$ cat config.mk
export PLATFORM = sky130hd
export DESIGN_NAME = lmu_cell
export DESIGN_NICKNAME = d
export VERILOG_FILES = /design/src/rtl/lmu_pkg.sv /design/src/rtl/lmu_wbank.sv /design/src/rtl/lmu_mac.sv /design/src/rtl/lmu_seq.sv /design/src/rtl/lmu_cell.sv
export SDC_FILE = /design/constraint.sdc
export NUM_CORES = 1
export LEC_CHECK = 0
export BUFFER_PORTS_ARGS = -buffer_cell sky130_fd_sc_hd__buf_2
export CAP_MARGIN = 5
export CORE_MARGIN = 3
export CORE_UTILIZATION = 35
export CTS_CLUSTER_SIZE = 12
export DETAILED_ROUTE_END_ITERATION = 12
export GPL_TIMING_DRIVEN = 0
export PLACE_DENSITY = 0.54
export SLEW_MARGIN = 20
export SYNTH_ARGS = -nofsm -noshare
export SYNTH_HDL_FRONTEND = slang
export SYNTH_SLANG_ARGS = --single-unit
$ cat constraint.sdc
create_clock -name clk -period 11.8 [get_ports clk]
set_input_delay 2.36 -clock clk [delete_from_list [all_inputs] [get_ports clk]]
set_output_delay 2.36 -clock clk [all_outputs]
set_load 0.03 [all_outputs]
$ cat src/rtl/lmu_pkg.sv
package lmu_pkg;
  parameter int ACT_W = 7;
  parameter int WGT_W = 4;
  parameter int OPW   = 8;
  parameter int ACC_W = 24;

  typedef logic signed [ACT_W-1:0] act_t;
  typedef logic signed [OPW-1:0]   opw_t;
  typedef logic signed [ACC_W-1:0] acc_t;

  typedef enum logic [2:0] {PH_IDLE, PH_DRIVE, PH_MEMORY, PH_HIDDEN, PH_DONE} phase_e;

  localparam acc_t ACT_HI = acc_t'((1 <<< (ACT_W-1)) - 1);
  localparam acc_t ACT_LO = acc_t'(-(1 <<< (ACT_W-1)));

  function automatic acc_t ashr(input acc_t v, input int sh);
    return v >>> sh;
  endfunction

  function automatic act_t sat_act(input acc_t v);
    if (v > ACT_HI) return act_t'(ACT_HI);
    if (v < ACT_LO) return act_t'(ACT_LO);
    return v[ACT_W-1:0];
  endfunction

  function automatic act_t relu_act(input act_t v);
    return v[ACT_W-1] ? '0 : v;
  endfunction

  // low nibble of a stored byte, sign extended to multiplier width
  function automatic opw_t wgt_ext(input logic [OPW-1:0] raw);
    logic signed [WGT_W-1:0] n;
    n = raw[WGT_W-1:0];
    return opw_t'(n);
  endfunction

  function automatic opw_t fixed_a(input int i, input int j);
    if (i == j) return opw_t'(6);
    if (j > i) return opw_t'(-1);
    return (((i - j) % 2) == 1) ? opw_t'(-1) : opw_t'(1);
  endfunction

  function automatic opw_t fixed_b(input int i);
    return ((i % 2) == 0) ? opw_t'(2) : opw_t'(-2);
  endfunction
endpackage

$ cat src/rtl/lmu_wbank.sv
module lmu_wbank #(
  parameter int NW     = 30,
  parameter int ADDR_W = 5,
  parameter int DW     = 8
) (
  input  logic              clk,
  input  logic              rst_n,
  input  logic              we,
  input  logic [ADDR_W-1:0] waddr,
  input  logic [DW-1:0]     wdata,
  input  logic [ADDR_W-1:0] raddr_a,
  input  logic [ADDR_W-1:0] raddr_b,
  output logic [DW-1:0]     rdata_a,
  output logic [DW-1:0]     rdata_b
);
  logic [DW-1:0] mem [NW];

  always_ff @(posedge clk or negedge rst_n) begin
    if (!rst_n) begin
      for (int i = 0; i < NW; i++) mem[i] <= '0;
    end else if (we) begin
      for (int i = 0; i < NW; i++)
        if (i == int'(waddr)) mem[i] <= wdata;
    end
  end

  always_comb begin
    rdata_a = '0;
    rdata_b = '0;
    for (int i = 0; i < NW; i++) begin
      if (i == int'(raddr_a)) rdata_a = mem[i];
      if (i == int'(raddr_b)) rdata_b = mem[i];
    end
  end
endmodule

$ cat src/rtl/lmu_mac.sv
module lmu_mac
  import lmu_pkg::*;
(
  input  logic clk,
  input  logic rst_n,
  input  logic en,
  input  logic first,
  input  logic bias_en,
  input  opw_t w,
  input  act_t a,
  input  opw_t bias,
  output acc_t sum
);
  logic signed [OPW+ACT_W-1:0] prod;
  acc_t acc_q, base;

  assign prod = w * a;

  always_comb begin
    if (first) base = bias_en ? acc_t'(bias) : '0;
    else       base = acc_q;
    sum = base + acc_t'(prod);
  end

  always_ff @(posedge clk or negedge rst_n) begin
    if (!rst_n)  acc_q <= '0;
    else if (en) acc_q <= sum;
  end
endmodule

$ cat src/rtl/lmu_seq.sv
module lmu_seq
  import lmu_pkg::*;
#(
  parameter int IN_DIM    = 3,
  parameter int MEM_ORD   = 4,
  parameter int HID_UNITS = 3,
  parameter int CW        = 4
) (
  input  logic          clk,
  input  logic          rst_n,
  input  logic          frame_valid,
  output phase_e        phase,
  output logic [CW-1:0] row,
  output logic [CW-1:0] term,
  output logic          first_term,
  output logic          last_term,
  output logic          active,
  output logic          accept,
  output logic          busy,
  output logic          copy_en,
  output logic          done
);
  int n_terms, n_rows;
  logic last_row;
  phase_e nxt_phase;

  always_comb begin
    n_terms = 1; n_rows = 1; nxt_phase = PH_IDLE;
    unique case (phase)
      PH_DRIVE:  begin n_terms = IN_DIM + HID_UNITS; n_rows = 1;         nxt_phase = PH_MEMORY; end
      PH_MEMORY: begin n_terms = MEM_ORD + 1;        n_rows = MEM_ORD;   nxt_phase = PH_HIDDEN; end
      PH_HIDDEN: begin n_terms = IN_DIM + MEM_ORD;   n_rows = HID_UNITS; nxt_phase = PH_DONE;   end
      default:   ;
    endcase
  end

  assign active     = (phase == PH_DRIVE) || (phase == PH_MEMORY) || (phase == PH_HIDDEN);
  assign busy       = (phase != PH_IDLE);
  assign accept     = (phase == PH_IDLE) && frame_valid;
  assign copy_en    = (phase == PH_DONE);
  assign first_term = (term == '0);
  assign last_term  = (int'(term) == n_terms - 1);
  assign last_row   = (int'(row) == n_rows - 1);

  always_ff @(posedge clk or negedge rst_n) begin
    if (!rst_n) begin
      phase <= PH_IDLE;
      row   <= '0;
      term  <= '0;
      done  <= 1'b0;
    end else begin
      done <= copy_en;
      if (accept) begin
        phase <= PH_DRIVE;
        row   <= '0;
        term  <= '0;
      end else if (copy_en) begin
        phase <= PH_IDLE;
      end else if (active) begin
        if (last_term) begin
          term <= '0;
          if (last_row) begin
            row   <= '0;
            phase <= nxt_phase;
          end else begin
            row <= row + 1'b1;
          end
        end else begin
          term <= term + 1'b1;
        end
      end
    end
  end
endmodule

$ cat src/rtl/lmu_cell.sv
module lmu_cell
  import lmu_pkg::*;
#(
  parameter int IN_DIM    = 3,
  parameter int MEM_ORD   = 4,
  parameter int HID_UNITS = 3,
  parameter int SHIFT     = 3,
  parameter int NWORDS    = IN_DIM + HID_UNITS + HID_UNITS*IN_DIM + HID_UNITS*MEM_ORD + HID_UNITS,
  parameter int ADDR_W    = $clog2(NWORDS)
) (
  input  logic                       clk,
  input  logic                       rst_n,
  input  logic                       cfg_we,
  input  logic [ADDR_W-1:0]          cfg_addr,
  input  logic [7:0]                 cfg_data,
  input  logic                       frame_valid,
  input  logic [IN_DIM*ACT_W-1:0]    x_in,
  output logic [HID_UNITS*ACT_W-1:0] h_out,
  output logic                       step_done,
  output logic                       overrun
);
  localparam int EX_BASE = 0;
  localparam int EH_BASE = EX_BASE + IN_DIM;
  localparam int WX_BASE = EH_BASE + HID_UNITS;
  localparam int WM_BASE = WX_BASE + HID_UNITS*IN_DIM;
  localparam int B_BASE  = WM_BASE + HID_UNITS*MEM_ORD;
  localparam int MAXN0   = (IN_DIM + HID_UNITS > MEM_ORD + 1) ? IN_DIM + HID_UNITS : MEM_ORD + 1;
  localparam int MAXN1   = (IN_DIM + MEM_ORD > MAXN0) ? IN_DIM + MEM_ORD : MAXN0;
  localparam int MAXN    = (HID_UNITS > MAXN1) ? HID_UNITS : MAXN1;
  localparam int CW      = $clog2(MAXN + 1);

  phase_e phase;
  logic [CW-1:0] row, term;
  logic first_term, last_term, active, accept, busy, copy_en;
  logic [ADDR_W-1:0] rd_a_addr, rd_b_addr;
  logic [7:0] rd_a, rd_b;
  opw_t w_op;
  act_t a_op;
  logic bias_en;
  acc_t mac_sum;
  act_t res;

  act_t x_w [IN_DIM];
  act_t x_q [IN_DIM];
  act_t u_q;
  act_t m_q [MEM_ORD];
  act_t m_nxt [MEM_ORD];
  act_t h_q [HID_UNITS];
  act_t h_nxt [HID_UNITS];

  for (genvar i = 0; i < IN_DIM; i++) begin : g_xin
    assign x_w[i] = x_in[i*ACT_W +: ACT_W];
  end
  for (genvar r = 0; r < HID_UNITS; r++) begin : g_hout
    assign h_out[r*ACT_W +: ACT_W] = h_q[r];
  end

  lmu_seq #(.IN_DIM(IN_DIM), .MEM_ORD(MEM_ORD), .HID_UNITS(HID_UNITS), .CW(CW)) u_seq (
    .clk(clk), .rst_n(rst_n), .frame_valid(frame_valid), .phase(phase), .row(row),
    .term(term), .first_term(first_term), .last_term(last_term), .active(active),
    .accept(accept), .busy(busy), .copy_en(copy_en), .done(step_done));

  lmu_wbank #(.NW(NWORDS), .ADDR_W(ADDR_W), .DW(8)) u_bank (
    .clk(clk), .rst_n(rst_n), .we(cfg_we), .waddr(cfg_addr), .wdata(cfg_data),
    .raddr_a(rd_a_addr), .raddr_b(rd_b_addr), .rdata_a(rd_a), .rdata_b(rd_b));

  lmu_mac u_mac (
    .clk(clk), .rst_n(rst_n), .en(active), .first(first_term), .bias_en(bias_en),
    .w(w_op), .a(a_op), .bias(opw_t'(rd_b)), .sum(mac_sum));

  assign res = sat_act(ashr(mac_sum, SHIFT));

  // operand selection for the shared multiplier
  always_comb begin
    int rr, kk;
    rr = int'(row);
    kk = int'(term);
    rd_a_addr = '0;
    rd_b_addr = '0;
    w_op      = '0;
    a_op      = '0;
    bias_en   = 1'b0;
    unique case (phase)
      PH_DRIVE: begin
        if (kk < IN_DIM) begin
          rd_a_addr = ADDR_W'(EX_BASE + kk);
          for (int i = 0; i < IN_DIM; i++) if (i == kk) a_op = x_q[i];
        end else begin
          rd_a_addr = ADDR_W'(EH_BASE + kk - IN_DIM);
          for (int j = 0; j < HID_UNITS; j++) if (j == kk - IN_DIM) a_op = h_q[j];
        end
        w_op = wgt_ext(rd_a);
      end
      PH_MEMORY: begin
        if (kk < MEM_ORD) begin
          w_op = fixed_a(rr, kk);
          for (int j = 0; j < MEM_ORD; j++) if (j == kk) a_op = m_q[j];
        end else begin
          w_op = fixed_b(rr);
          a_op = u_q;
        end
      end
      PH_HIDDEN: begin
        bias_en   = 1'b1;
        rd_b_addr = ADDR_W'(B_BASE + rr);
        if (kk < IN_DIM) begin
          rd_a_addr = ADDR_W'(WX_BASE + rr*IN_DIM + kk);
          for (int i = 0; i < IN_DIM; i++) if (i == kk) a_op = x_q[i];
        end else begin
          rd_a_addr = ADDR_W'(WM_BASE + rr*MEM_ORD + kk - IN_DIM);
          for (int j = 0; j < MEM_ORD; j++) if (j == kk - IN_DIM) a_op = m_nxt[j];
        end
        w_op = wgt_ext(rd_a);
      end
      default: ;
    endcase
  end

  always_ff @(posedge clk or negedge rst_n) begin
    if (!rst_n) begin
      for (int i = 0; i < IN_DIM; i++) x_q[i] <= '0;
      for (int j = 0; j < MEM_ORD; j++) begin m_q[j] <= '0; m_nxt[j] <= '0; end
      for (int r = 0; r < HID_UNITS; r++) begin h_q[r] <= '0; h_nxt[r] <= '0; end
      u_q     <= '0;
      overrun <= 1'b0;
    end else begin
      if (frame_valid && busy) overrun <= 1'b1;
      if (accept) x_q <= x_w;
      if (active && last_term) begin
        unique case (phase)
          PH_DRIVE:  u_q <= res;
          PH_MEMORY: for (int j = 0; j < MEM_ORD; j++) if (j == int'(row)) m_nxt[j] <= res;
          PH_HIDDEN: for (int r = 0; r < HID_UNITS; r++) if (r == int'(row)) h_nxt[r] <= relu_act(res);
          default: ;
        endcase
      end
      if (copy_en) begin
        m_q <= m_nxt;
        h_q <= h_nxt;
      end
    end
  end
endmodule

# Yosys cells after proc, flatten, opt, wreduce, memory -nomap -nowiden
# Index checks and enable logic that the tools add are counted.
# classes
addsub,15
mul,2
n_lt_le_gt_ge,5
eq_ne,105
muxes,125
bitwise_logic,1
reduce_logical,62
# op_table
op,n
$mux W8,37
$eq A5 B5 Y1 const A,48
$mux W7,21
$eq A4 B5 Y1 const A,24
$mux W4,30
$eq A4 B32 Y1,2
$logic_not A32 Y1,2
$reduce_and A2 Y1,32
$eq A3 B5 Y1 const A,12
$mux W24,2
$mux W3,14
$reduce_and A3 Y1,9
$add A24 B15 Y24,1
$gt A21 B7 Y1 const B,1
$lt A21 B7 Y1 const B,1
$pmux W7 S3,1
$pmux W3 S3,2
$pmux W8 S2,1
$eq A2 B5 Y1 const A,3
$logic_not A5 Y1,3
$mul A8 B7 Y15,1
$mux W5,3
$eq A3 B3 Y1 const A,4
$logic_not A3 Y1,4
other kinds (34),57
# totals
ff_bits,401
in_bits,38
out_inout_bits,23
elab_cells,369

# Depth between registers and ports, before layout
# logic_depth
depth_word,45
mapped_depth,40
mapped_depth_nobuf,35

# By module
# From an unflattened synthesis, not the netlist that was laid out.
# unflattened
cells_unflattened,2721
area_unflattened_um2,27640.3
# modules_own_cells
mod,instances,cells_per_inst,area_per_inst_um2,seq_area_each_um2
lmu_wbank,1,1511,15297.2,6005.8
lmu_cell,1,547,6485.0,3027.9
lmu_mac,1,590,5178.7,600.6
lmu_seq,1,73,679.4,250.2

# Worst setup path before layout
# OpenSTA, ideal clock, no wires.
# synth_path
path_type,register to register
from,register u_seq.row[0]
to,register h_nxt[10] (netlist bit)
setup_ns,0.095
t_arrival_ns,10.380
t_required_ns,11.705
slack_ns,1.325
path_stages_with_launch,37
n_path_buf,3
period_less_slack_ns,10.475
cell_sequence,dfrtp_1 -> clkbuf_1 -> inv_1 -> ha_1 -> inv_1 -> fa_1 -> ha_1 -> fa_1 -> nand2b_1 -> o221a_1 -> buf_2 -> a211oi_2 -> a21o_1 -> a2111oi_1 -> a2111o_1 -> a21oi_2 -> nor2_1 -> or2_2 -> fa_1 -> inv_1 -> fa_1 -> inv_1 -> fa_1 -> fa_1 -> inv_1 -> ha_1 -> o21ai_0 -> nor3_1 -> o21ai_0 -> a211o_1 -> a311o_1 -> xnor2_1 -> nor3_1 -> nand4_1 -> clkbuf_1 -> nor2_1 -> o31ai_1
# synth_between
elab_chain_cells,45
elab_cells_between_ends,165
cone_classes,8 x add/sub; 2 x mul; 3 x order compare; 61 x eq/ne; 86 x mux; 1 x bitwise; 4 x reduce/logical
# synth_lines
element,line,source
from (decl),lmu_seq.sv:13,"output logic [CW-1:0] row,"
from (signal assigned),lmu_seq.sv:66,row <= row + 1'b1;
$mul A3 B2 Y5 / $add A4 B5 Y5 (equally long branches),"lmu_cell.sv:107, lmu_cell.sv:110",
$add A3 B5 Y5 / $add A5 B3 Y5 (equally long branches),"lmu_cell.sv:107, lmu_cell.sv:110",
$add A5 B3 Y5 / $sub A5 B2 Y5 (equally long branches),"lmu_cell.sv:107, lmu_cell.sv:110",
$mux W5,lmu_cell.sv:106,if (kk < IN_DIM) begin
$pmux W5 S2,lmu_cell.sv:83,unique case (phase)
$logic_not A5 Y1,lmu_wbank.sv:31,if (i == int'(raddr_a)) rdata_a = mem[i];
$mux W4 (30 in series),lmu_wbank.sv:31,
$pmux W8 S2,lmu_cell.sv:83,
$mul A8 B7 Y15,lmu_mac.sv:17,assign prod = w * a;
$add A24 B15 Y24,lmu_mac.sv:22,sum = base + acc_t'(prod);
$lt A21 B7 Y1,lmu_pkg.sv:22,if (v < ACT_LO) return act_t'(ACT_LO);
$mux W1 (2 in series),lmu_pkg.sv:22,
$mux W7,lmu_pkg.sv:23,return v[ACT_W-1:0];
$mux W7,lmu_pkg.sv:22,
$mux W6,lmu_pkg.sv:27,return v[ACT_W-1] ? '0 : v;
"to (signal, indexed assignment)",lmu_cell.sv:123,for (int r = 0; r < HID_UNITS; r++) begin h_q[r] <= '0; h_nxt[r] <= '0; end
to (decl),lmu_cell.sv:49,act_t h_nxt [HID_UNITS];
# Parallel ways exist; a longest one is shown, timed or not. The select of a mux whose other input is x is not followed.
# A chain may end at the register's enable or synchronous reset.

# Worst setup path in the final report
# layout_path
from,register u_seq.row[0]
to,register m_nxt[14] (netlist bit)
# layout_between
elab_chain_cells,44
elab_cells_between_ends,164
cone_classes,8 x add/sub; 2 x mul; 3 x order compare; 61 x eq/ne; 85 x mux; 1 x bitwise; 4 x reduce/logical
# layout_lines
element,line,source
$mul A3 B2 Y5 / $add A4 B5 Y5 (equally long branches),"lmu_cell.sv:107, lmu_cell.sv:110",
$add A3 B5 Y5 / $add A5 B3 Y5 (equally long branches),"lmu_cell.sv:107, lmu_cell.sv:110",
$add A5 B3 Y5 / $sub A5 B2 Y5 (equally long branches),"lmu_cell.sv:107, lmu_cell.sv:110",
$mux W5,lmu_cell.sv:106,
$pmux W5 S2,lmu_cell.sv:83,
$logic_not A5 Y1,lmu_wbank.sv:31,
$mux W4 (30 in series),lmu_wbank.sv:31,
$pmux W8 S2,lmu_cell.sv:83,
$mul A8 B7 Y15,lmu_mac.sv:17,
$add A24 B15 Y24,lmu_mac.sv:22,
$lt A21 B7 Y1,lmu_pkg.sv:22,
$mux W1 (2 in series),lmu_pkg.sv:22,
$mux W7,lmu_pkg.sv:23,
$mux W7,lmu_pkg.sv:22,
"to (signal, indexed assignment)",lmu_cell.sv:122,for (int j = 0; j < MEM_ORD; j++) begin m_q[j] <= '0; m_nxt[j] <= '0; end
to (decl),lmu_cell.sv:47,act_t m_nxt [MEM_ORD];
# Parallel ways exist; a longest one is shown, timed or not. The select of a mux whose other input is x is not followed.

==> metrics.txt <==
Logic pwr share 52.3%; Cell Pwr Density 259.6 nW/um^2; Critical-path top delay cell fa_2; critical path class flip-flop to flip-flop; post-route cell area 28340 sq um; Worst Hold Class flip-flop to flip-flop; clk slew on worst S/H paths ~60 ps; GRT overflow 0; layer with the highest usage met2; CP top delay family adder cells; Placed Instance Area 26500 sq um; DRT iter0 DRCs between 2000 and 2500; outcome finished clean; Ports 61; Die Area around 74000 sq um; Avg Synthesized Cell Area about 10 sq um; Yosys Warn Count 0; Final period util approximately 97%; via count a little over 20000; die height 271.8 um; layout cells sized above 1 22.95%; max-cap violations 0; GR Layer Usage met1 ~34%; fin cells about 3500; Tot GR Track Use 24.10%; Yosys cell types 103; vias in the first global route approximately 21000; Switching Share a little under half; placed cells 3408; VDD IR max roughly 0.14 mV; CP startpoint kind flip-flop; Layout area overhead 14.60%; htree depth 2; TritonCTS Buffers 47; CP Data Required Time about 12000 ps; LEAKAGE roughly 12 nW; min cycle time layout ~11000 ps; pin count of the biggest net entering global routing 90; antenna violations before repair 2; NetSw approximately 3.4 mW; Fin Hold WS around 470 ps; Slew Viols, Final 0; DR vias/cell around 6; Flop pwr share 26.9%; Core ar. ~69000 sq um; skew final 78.07 ps; Detailed Routing Iterations Pass 1 7; most frequent cells in the layout dfrtp_1 (394), mux2_2 (327), nand2_1 (214); most used cell, CP inv_1; hpwl dp between 60000 and 70000 um; CTS max path bufs 3; Largest stage delay, worst path about 650 ps; overall power roughly 7.4 mW; fin nets about 2700; fmax 0.08726 GHz; first-pass GRT wire length roughly 140000 um; DIE WIDTH around 270 um; CP arrival between 10000 and 15000 ps; # diodes 0; GP Congestion 0.9768; worst slew pin tran ~1200 ps; Global Route met3 Usage approximately 4.4%; met2 usage about 37%; I/O Buffers 46; post-route DRC violation count 0; FF+latch count, synth 395; asr flop ratio synth 100.0%; Post-DRT Antenna Nets 0; Fill cells 6717; CP endpoint kind flip-flop; DRT Wirelength ~90000 um; WP buf/inv 11; Synth Cell Area 24730 sq um; Syn Inst Count 2406; CTS tree done; Clk network pwr share approximately a fifth; clk root buf clkbuf_16; WL/cell approximately 26 um; Initial Util 35.68%; Post-Route Setup TNS 0 ps; clock sink count 395; Hold Vio Cnt, Final 0; Rows between 90 and 100; Top FF cell, synth dfrtp_1; most common cell after layout, fill and taps aside dfrtp_1; # setup viols final 0; P_int 3.936 mW; post-synthesis sequential area ratio between 30 and 40%; Slew Limit Headroom 17.88%; crit path max fanout 12; clk_lat worst skew 640 ps; number of enable flip-flop cells after synthesis 0
-- timing repair --
item,CTS,global route
buffers inserted,6,6
gates resized for setup,9,19
setup endpoints to repair,59,54
hold buffers,0,0
pin swaps,4,2
-- worst paths after layout --
path / start / endpoint / slack [ps] / cells after the start
min in group asynchronous: rst_n / u_bank.mem[217] / 1710 / 1
worst min-delay path: overrun / overrun / 470 / 1
max in group asynchronous: rst_n / u_bank.mem[44] / 8890 / 3
worst max-delay path: u_seq.row[0] / m_nxt[14] / 340 / 39
worst min register to register: overrun / overrun / 470 / 1
worst max register to register: u_seq.row[0] / m_nxt[14] / 340 / 39
-- metrics by stage --
step                setup slack, ps  utilization [%]
finish                        340.3            40.89
global route                 -25.78            40.89
CTS                           9.734            40.73
detailed placement            -1646            38.24
global placement              -2029            37.70
floorplan                      1325                -
-- kinds of logic after synthesis --
group           count (synthesis)  share of synthesized area (%)
buf+inv                       294                          4.862
flops                         395                          39.97
xor+xnor                       27                          1.012
fa+ha+maj                     155                          10.18
compound gates                565                          16.40
simple gates                  639                          12.54
other cells                     1                        0.01516
mux                           330                          15.01
-- layer usage --
metal,vias up,wire length (um)
met5,-,23
met3,211,6411
met4,4,3364
met1,10582,40170
li1,9013,-
met2,791,40360
-- worst reg2reg max path, delay by kind of cell, from the launching register on --
kind            cells  cell delay [ps]
compound gates     10             2950
xor+xnor            1              180
buf+inv            11             2130
simple gates        8             1580
flops               1              520
fa+ha+maj           9             3940
-- flip-flops by register name, indices dropped and copies added (netlist names) --
signal       flops
h_nxt           18
h_out           18
m_nxt           28
m_q             28
overrun          1
u_bank.mem     240
u_mac.acc_q     24
u_q              7
u_seq.done       1
u_seq.phase      3
u_seq.row        3
u_seq.term       3
x_q             21
-- power by group through the flow --
stage | Clock [mW] | Combinational (mW) | Sequential (mW)
2_1_floorplan | 0 | 2.55 | 1.93
3_3_place_gp | 0 | 3.66 | 1.98
3_5_place_dp | 0 | 3.74 | 1.99
4_1_cts | 1.55 | 3.79 | 1.97
5_1_grt | 1.60 | 4.22 | 2.02
6_report | 1.53 | 3.85 | 1.98
-- synth_stat cells (all sizes together), types with 13 or more instances --
| cell type | n | area [sq um] |
|---|---|---|
| or3 | 15 | 93.84 |
| nor2 | 180 | 675.7 |
| nand2 | 215 | 814.5 |
| nor3 | 40 | 215.2 |
| fa | 77 | 1541 |
| o21a | 18 | 136.4 |
| nand4 | 23 | 143.9 |
| o22ai | 22 | 143.9 |
| a221oi | 45 | 394.1 |
| buf | 36 | 234.0 |
| mux2 | 327 | 3682 |
| o211ai | 38 | 299.0 |
| a22o | 14 | 122.6 |
| a22oi | 40 | 300.3 |
| o21ai | 98 | 494.2 |
| clkbuf | 97 | 364.1 |
| dfrtp | 395 | 9884 |
| a21oi | 102 | 529.3 |
| nand2b | 14 | 87.58 |
| nor2b | 22 | 137.6 |
| a211oi | 20 | 160.2 |
| xnor2 | 20 | 175.2 |
| a221o | 13 | 130.1 |
| and3 | 15 | 93.84 |
| nand3 | 45 | 225.2 |
| o31ai | 30 | 225.2 |
| nor4 | 19 | 167.7 |
| inv | 160 | 600.6 |
| a21o | 15 | 112.6 |
| ha | 78 | 975.9 |
-- cell type report --
type / instances / area (sq um) / area share [%]
buffer: 133 / 611.8 / 2.159
clock buffer: 66 / 1378 / 4.861
clock inverter: 20 / 265.3 / 0.9360
inverter: 161 / 608.1 / 2.146
multi-input combinational: 1719 / 13860 / 48.89
sequential: 395 / 9886 / 34.88
tap: 931 / 1165 / 4.110
timing repair buffer: 81 / 570.5 / 2.013
No activity file was read; power rests on OpenSTA's default activity.
